**config.mk**
```make
export PLATFORM = sky130hd
export DESIGN_NAME = vfe_i2c_cfg
export DESIGN_NICKNAME = d
export VERILOG_FILES = /design/src/rtl/vfe_cfg_pkg.sv /design/src/rtl/vfe_i2c_sync.sv /design/src/rtl/vfe_i2c_wr_fsm.sv /design/src/rtl/vfe_cfg_regs.sv /design/src/rtl/vfe_i2c_cfg.sv
export SDC_FILE = /design/constraint.sdc
export NUM_CORES = 1
export LEC_CHECK = 0
export BUFFER_PORTS_ARGS = -buffer_cell sky130_fd_sc_hd__buf_2
export CAP_MARGIN = 20
export CORE_ASPECT_RATIO = 2
export CORE_UTILIZATION = 54
export CTS_CLUSTER_DIAMETER = 120
export DETAILED_ROUTE_END_ITERATION = 6
export PLACE_DENSITY_LB_ADDON = 0.1
export SLEW_MARGIN = 40
export SYNTH_ARGS = -nofsm -noshare
export SYNTH_HDL_FRONTEND = slang
export SYNTH_SLANG_ARGS = --single-unit
```
**constraint.sdc**
```tcl
create_clock -name clk -period 2.6 [get_ports clk]
set_input_delay 0.39 -clock clk [delete_from_list [all_inputs] [get_ports clk]]
set_output_delay 0.39 -clock clk [all_outputs]
set_load 0.01 [all_outputs]
```
**src/rtl/vfe_cfg_pkg.sv**
```systemverilog
`timescale 1ns/1ps
package vfe_cfg_pkg;

  localparam int unsigned BYTE_W = 8;
  localparam int unsigned IDX_W  = 2;

  localparam logic [IDX_W-1:0]  IDX_CUT  = 2'd1;
  localparam logic [IDX_W-1:0]  IDX_TYPE = 2'd2;
  localparam logic [IDX_W-1:0]  IDX_CTRL = 2'd3;
  localparam logic [BYTE_W-1:0] IDX_LAST = 8'd3;

  typedef enum logic [1:0] {
    MODE_CLAMP  = 2'd0,
    MODE_BIAS   = 2'd1,
    MODE_DIRECT = 2'd2
  } in_mode_e;

  typedef enum logic [1:0] {
    FS_IDLE,
    FS_SHIFT,
    FS_ACK,
    FS_HOLD
  } fsm_e;

  typedef struct packed {
    logic pd;
    logic mux;
    logic half;
    logic byp;
  } ctrl_t;

  function automatic in_mode_e decode_pair(input logic [1:0] p);
    if (p[1])      return MODE_DIRECT;
    else if (p[0]) return MODE_BIAS;
    else           return MODE_CLAMP;
  endfunction

endpackage

```
**src/rtl/vfe_i2c_sync.sv**
```systemverilog
`timescale 1ns/1ps
module vfe_i2c_sync #(
  parameter int unsigned STAGES = 2
) (
  input  logic clk,
  input  logic rst,
  input  logic scl_i,
  input  logic sda_i,
  output logic sda_q,
  output logic scl_rise,
  output logic scl_fall,
  output logic start_det,
  output logic stop_det
);
  localparam int unsigned TOP = STAGES - 1;

  logic [STAGES-1:0] scl_sh;
  logic [STAGES-1:0] sda_sh;
  logic              scl_d;
  logic              sda_d;
  logic              scl_now;

  always_ff @(posedge clk) begin
    if (rst) begin
      scl_sh <= '1;
      sda_sh <= '1;
      scl_d  <= 1'b1;
      sda_d  <= 1'b1;
    end else begin
      scl_sh <= {scl_sh[STAGES-2:0], scl_i};
      sda_sh <= {sda_sh[STAGES-2:0], sda_i};
      scl_d  <= scl_sh[TOP];
      sda_d  <= sda_sh[TOP];
    end
  end

  assign scl_now   = scl_sh[TOP];
  assign sda_q     = sda_sh[TOP];
  assign scl_rise  = scl_now & ~scl_d;
  assign scl_fall  = ~scl_now & scl_d;
  // SDA edges while SCL stays high frame a transfer
  assign start_det = scl_now & scl_d & sda_d & ~sda_q;
  assign stop_det  = scl_now & scl_d & ~sda_d & sda_q;

endmodule

```
**src/rtl/vfe_i2c_wr_fsm.sv**
```systemverilog
`timescale 1ns/1ps
module vfe_i2c_wr_fsm
  import vfe_cfg_pkg::*;
#(
  parameter int unsigned ADDR_W = 7
) (
  input  logic              clk,
  input  logic              rst,
  input  logic              sda_q,
  input  logic              scl_rise,
  input  logic              scl_fall,
  input  logic              start_det,
  input  logic              stop_det,
  input  logic [ADDR_W-1:0] dev_addr,
  output logic              sda_oe,
  output logic              wr_en,
  output logic [IDX_W-1:0]  wr_idx,
  output logic [BYTE_W-1:0] wr_data
);
  localparam int unsigned CNT_W = $clog2(BYTE_W + 1);
  localparam logic [CNT_W-1:0] BITS = CNT_W'(BYTE_W);

  fsm_e              state;
  logic [CNT_W-1:0]  bit_cnt;
  logic [BYTE_W-1:0] shreg;
  logic [1:0]        byte_no;
  logic              byte_ok;

  always_comb begin
    case (byte_no)
      2'd0:    byte_ok = (shreg == {dev_addr, 1'b0});
      2'd1:    byte_ok = (shreg != '0) && (shreg <= IDX_LAST);
      default: byte_ok = 1'b1;
    endcase
  end

  always_ff @(posedge clk) begin
    if (rst) begin
      state   <= FS_IDLE;
      bit_cnt <= '0;
      shreg   <= '0;
      byte_no <= '0;
      wr_idx  <= '0;
      wr_data <= '0;
      wr_en   <= 1'b0;
      sda_oe  <= 1'b0;
    end else begin
      wr_en <= 1'b0;
      if (start_det) begin
        state   <= FS_SHIFT;
        bit_cnt <= '0;
        byte_no <= '0;
        sda_oe  <= 1'b0;
      end else if (stop_det) begin
        state  <= FS_IDLE;
        sda_oe <= 1'b0;
      end else begin
        case (state)
          FS_SHIFT: begin
            if (scl_rise && bit_cnt != BITS) begin
              shreg   <= {shreg[BYTE_W-2:0], sda_q};
              bit_cnt <= bit_cnt + 1'b1;
            end else if (scl_fall && bit_cnt == BITS) begin
              state  <= FS_ACK;
              sda_oe <= byte_ok;
              if (byte_no == 2'd1) wr_idx <= shreg[IDX_W-1:0];
              if (byte_no == 2'd2) begin
                wr_en   <= 1'b1;
                wr_data <= shreg;
              end
            end
          end
          FS_ACK: begin
            if (scl_fall) begin
              sda_oe  <= 1'b0;
              bit_cnt <= '0;
              if (sda_oe && byte_no != 2'd2) begin
                byte_no <= byte_no + 1'b1;
                state   <= FS_SHIFT;
              end else begin
                state <= FS_HOLD;
              end
            end
          end
          default: begin
          end
        endcase
      end
    end
  end

endmodule

```
**src/rtl/vfe_cfg_regs.sv**
```systemverilog
`timescale 1ns/1ps
module vfe_cfg_regs
  import vfe_cfg_pkg::*;
#(
  parameter int unsigned        N_CH     = 3,
  parameter logic [BYTE_W-1:0]  DEF_CUT  = 8'h00,
  parameter logic [2*N_CH-1:0]  DEF_TYPE = 6'b01_01_00,
  parameter logic [3:0]         DEF_CTRL = 4'h0
) (
  input  logic              clk,
  input  logic              rst,
  input  logic              wr_en,
  input  logic [IDX_W-1:0]  wr_idx,
  input  logic [BYTE_W-1:0] wr_data,
  input  logic              mux_pin,
  output logic [BYTE_W-1:0] cut_code,
  output logic [2*N_CH-1:0] chan_mode,
  output logic              power_down,
  output logic              sel_b,
  output logic              filt_active,
  output logic [N_CH-2:0]   half_en
);
  localparam ctrl_t CTRL_RST = ctrl_t'(DEF_CTRL);

  logic [BYTE_W-1:0] cut_q;
  logic [2*N_CH-1:0] type_q;
  logic [2*N_CH-1:0] type_wr;
  ctrl_t             ctrl_q;

  // channel 1 takes the top pair of the data byte, later channels follow downward
  for (genvar c = 0; c < N_CH; c++) begin : g_pair
    assign type_wr[2*c +: 2] = wr_data[BYTE_W-1-2*c -: 2];
  end

  always_ff @(posedge clk) begin
    if (rst) begin
      cut_q  <= DEF_CUT;
      type_q <= DEF_TYPE;
      ctrl_q <= CTRL_RST;
    end else if (wr_en) begin
      case (wr_idx)
        IDX_CUT:  cut_q  <= wr_data;
        IDX_TYPE: type_q <= type_wr;
        IDX_CTRL: ctrl_q <= ctrl_t'(wr_data[BYTE_W-1 -: 4]);
        default: begin
        end
      endcase
    end
  end

  for (genvar c = 0; c < N_CH; c++) begin : g_mode
    logic [1:0] mode_r;
    always_ff @(posedge clk) begin
      if (rst) mode_r <= decode_pair(DEF_TYPE[2*c +: 2]);
      else     mode_r <= decode_pair(type_q[2*c +: 2]);
    end
    assign chan_mode[2*c +: 2] = mode_r;
  end

  always_ff @(posedge clk) begin
    if (rst) begin
      cut_code    <= DEF_CUT;
      power_down  <= CTRL_RST.pd;
      sel_b       <= CTRL_RST.mux;
      filt_active <= ~CTRL_RST.byp;
      half_en     <= {(N_CH-1){CTRL_RST.half & ~CTRL_RST.byp}};
    end else begin
      cut_code    <= cut_q;
      power_down  <= ctrl_q.pd;
      sel_b       <= mux_pin | ctrl_q.mux;
      filt_active <= ~ctrl_q.byp;
      half_en     <= {(N_CH-1){ctrl_q.half & ~ctrl_q.byp}};
    end
  end

endmodule

```
**src/rtl/vfe_i2c_cfg.sv**
```systemverilog
`timescale 1ns/1ps
module vfe_i2c_cfg
  import vfe_cfg_pkg::*;
#(
  parameter int unsigned       SYNC_STAGES = 2,
  parameter int unsigned       N_CH        = 3,
  parameter logic [6:0]        ADDR_BASE   = 7'h48,
  parameter logic [7:0]        DEF_CUT     = 8'h00,
  parameter logic [2*N_CH-1:0] DEF_TYPE    = 6'b01_01_00,
  parameter logic [3:0]        DEF_CTRL    = 4'h0
) (
  input  logic              clk,
  input  logic              rst,
  input  logic              scl_i,
  input  logic              sda_i,
  output logic              sda_oe,
  input  logic [1:0]        addr_sel,
  input  logic              mux_pin,
  output logic [7:0]        cut_code,
  output logic [2*N_CH-1:0] chan_mode,
  output logic              power_down,
  output logic              sel_b,
  output logic              filt_active,
  output logic [N_CH-2:0]   half_en
);
  logic              sda_q, scl_rise, scl_fall, start_det, stop_det;
  logic [6:0]        dev_addr;
  logic              wr_en;
  logic [IDX_W-1:0]  wr_idx;
  logic [BYTE_W-1:0] wr_data;

  // strap decode: low, high, open give consecutive addresses
  always_ff @(posedge clk) begin
    if (rst)              dev_addr <= ADDR_BASE;
    else if (addr_sel[1]) dev_addr <= ADDR_BASE + 7'd2;
    else if (addr_sel[0]) dev_addr <= ADDR_BASE + 7'd1;
    else                  dev_addr <= ADDR_BASE;
  end

  vfe_i2c_sync #(.STAGES(SYNC_STAGES)) u_sync (
    .clk(clk), .rst(rst), .scl_i(scl_i), .sda_i(sda_i),
    .sda_q(sda_q), .scl_rise(scl_rise), .scl_fall(scl_fall),
    .start_det(start_det), .stop_det(stop_det)
  );

  vfe_i2c_wr_fsm #(.ADDR_W(7)) u_fsm (
    .clk(clk), .rst(rst), .sda_q(sda_q), .scl_rise(scl_rise),
    .scl_fall(scl_fall), .start_det(start_det), .stop_det(stop_det),
    .dev_addr(dev_addr), .sda_oe(sda_oe), .wr_en(wr_en),
    .wr_idx(wr_idx), .wr_data(wr_data)
  );

  vfe_cfg_regs #(
    .N_CH(N_CH), .DEF_CUT(DEF_CUT), .DEF_TYPE(DEF_TYPE), .DEF_CTRL(DEF_CTRL)
  ) u_regs (
    .clk(clk), .rst(rst), .wr_en(wr_en), .wr_idx(wr_idx), .wr_data(wr_data),
    .mux_pin(mux_pin), .cut_code(cut_code), .chan_mode(chan_mode),
    .power_down(power_down), .sel_b(sel_b), .filt_active(filt_active),
    .half_en(half_en)
  );

endmodule

```
==> results.md <==
* Status: completed
* Vias in the first global route at 1890
* Root Buffer: clkbuf_8
* Drt wl/cell at about 14 um
* GRT overflow at 0
* Reg2Reg Setup Slack at slightly above 600 ps
* Multi-input logic area at approximately 1200 um2
* Post-synth design cell area at between 2000 and 3000 um2
* Pwr/cell area at 732 nW/um2
* Crit path arrival time at between 2000 and 2500 ps
* Leading area contributor after synthesis: dfxtp_1
* Worst r2r path cells at 6
* CTS tree: built
* Synth Flop Type: dfxtp_1
* Layout cell share with drive strength beyond 1 at 16.8%
* Maxcap violations at 0
* Max rail drop VDD at 0.572 mV
* Ys async rst share at 0%
* DRC at 0
* Final hold vios at 0
* Cells after synthesis at ~270
* Net count after synthesis at ~290
* Largest net degree at the start of global routing at 36
* Die Footprint at 5460 um2
* GP Congestion at ~0.8
* CP required at 2880 ps
* Hold WS at between 200 and 250 ps
* Initial Utilization at between 50% and 60%
* 1st-iter DRT viols at 31
* Count of flip-flops with a built-in enable after synthesis at 0
* Core area at around 4900 um2
* IO Port Bufs at 26
* Average cell area after synthesis at approximately 10 um2
* # resized after CTS at 0
* Gr usage total at 22.3%
* # diodes at 0
* Place WS at roughly 660 ps
* Routed WL at around 5.2 mm
* Die span in y at 103 um
* CP max FO at 4
* Peak Freq at slightly above 0.5 GHz
* Vias at just under 2000
* Hold depth at 2
* Worst Path Class, Setup: reg2reg
* Warnings from Yosys at 0
* Power Total at 2.34 mW
* Worst slew pin tran at 559 ps
* Yosys cell types at 47
* Slew headroom at a little over three fifths
* Clk buf depth at 2
* Final cycle utilization of the critical path at between 70% and 80%
* CTS Sinks at just over 70
* Post-DP Area at 2930 um2
* Fillers at between 400 and 500
* Post-DP HPWL at around 3.7 mm
* RSZ-0062 raised after global routing: false
* Final Critical Period at approximately 2000 ps
* Hold WC Path Type: in2reg
* Top-area cell type share of the netlist area at 51.8%
* Hold Buf Count CTS at 0
* Clock Pin Slew Worst Setup and Hold Paths at about 70 ps
* Post-DRT Antenna Nets at 0
* Post-layout instance area at between 3000 and 4000 um2
* TNS Setup at 0 ps
* Clock Latency Late Sink at between 300 and 400 ps
* Number of core rows at 36
* Setup Fix Bufs, Post-CTS at 0
* Top cells by area, synth: dfxtp_1 (52%), mux2i_1 (12%), nor2_1 (6.5%)
* Setup-failing EPs final at 0
* Final nets at around 310
* P_leak at roughly 1.5 nW
* Final setup margin at between 600 and 700 ps
* Synthesized flop and latch total at ~70
* Critical path launch point type: register
* Vias/cell at around 5.5
* Fin Clk Skew at about 8.3 ps
* Final Slew Violations at 0
* Global-route wire length before repair at between 8 and 9 mm
* Drt first pass iters at 4
* Post-synthesis sequential area ratio at about half
* Most frequent cells in the layout: dfxtp_1 (72), nor2_1 (48), mux2i_1 (33)
* Register area at 1440 um2
* Area growth syn-to-layout at 14.9%
* Ports at 27
* Antenna violations before repair at 0
* Die X at between 50 and 60 um
* Crit. End Element: register
* H-tree depth at 3
* Commonest non-fill, non-tap cell in the layout: dfxtp_1
* Total CTS buffers at 9
==> stage by stage <==
| step | utilization, % | instances |
|---|---|---|
| 2_1_floorplan | - | 274 |
| 3_3_place_gp | 59.6 | 345 |
| 3_5_place_dp | 59.6 | 345 |
| 4_1_cts | 65.1 | 361 |
| 5_1_grt | 65.1 | 361 |
| 6_report | 65.1 | 361 |
==> final timing paths <==
check	from	to
setup / recovery	u_fsm.state[0]	u_fsm.state[0]
hold / removal	addr_sel[1]	dev_addr[0]
setup reg to reg	u_fsm.state[0]	u_fsm.state[0]
hold reg to reg	u_regs.ctrl_q[0]	u_regs.filt_active
==> report_power, final <==
group | internal (mW) | switching, mW | leakage [nW]
Combinational | 0.0241 | 0.0383 | 0.795
Clock | 0.761 | 0.396 | 0.130
Sequential | 1.11 | 0.00829 | 0.582
Total | 1.90 | 0.442 | 1.51
==> critical path: stages, from the launching register on <==
cell	delay, ps
dfxtp_1	350
inv_1	70
ha_1	330
or3b_1	370
a32o_1	220
or4_1	500
o21ai_1	80
==> registers in the layout, indices dropped and copies added (netlist names), 4 cells and up <==
signal and count:
u_fsm.shreg 8, u_fsm.wr_data 8, u_regs.cut_code 8, u_regs.cut_q 8, u_regs.g_mode.mode_r 6, u_regs.type_q 6, u_fsm.bit_cnt 4, u_regs.ctrl_q 4
==> routing by layer <==
layer / global-route usage [%] / share of wire (%) / up-vias
met1: 21.6 / 38 / 930
met2: 39.3 / 55 / 43
met3: 6.73 / 3.3 / 15
met5: 0 / 0 / -
li1: - / - / 983
met4: 14.2 / 4.0 / 0
==> synth_stat cells, types with 3 or more instances <==
| master | instances |
|---|---|
| a21oi_1 | 6 |
| a21o_1 | 3 |
| nor2b_1 | 12 |
| inv_1 | 12 |
| ha_1 | 7 |
| dfxtp_1 | 72 |
| nand2b_1 | 3 |
| nand3_1 | 7 |
| buf_2 | 3 |
| nor2_1 | 48 |
| mux2i_1 | 33 |
| clkbuf_1 | 6 |
| nor3b_1 | 4 |
| nand2_1 | 3 |
| or2_2 | 5 |
| a211o_1 | 4 |
| nand3b_1 | 4 |
==> layout make-up <==
class                           count  share of cell area (%)
Tap cell                           57                    2.23
Multi-Input combinational cell    176                    38.3
Clock inverter                      5                    4.00
Inverter                           12                    1.41
Clock buffer                       11                    4.43
Timing Repair Buffer               28                    4.54
Sequential cell                    72                    45.1
==> logic make-up after synthesis <==
logic type / count (synthesis) / synth area share, %
AND/OR/NAND/NOR: 102 / 19.2
flip-flops: 72 / 51.8
multiplexers: 33 / 11.9
AO/OA/AOI/OAI: 30 / 8.46
buffers and inverters: 26 / 4.19
adder cells (fa/ha/maj): 7 / 3.15
XOR/XNOR: 4 / 1.26
(Power assumes the default switching activity.)
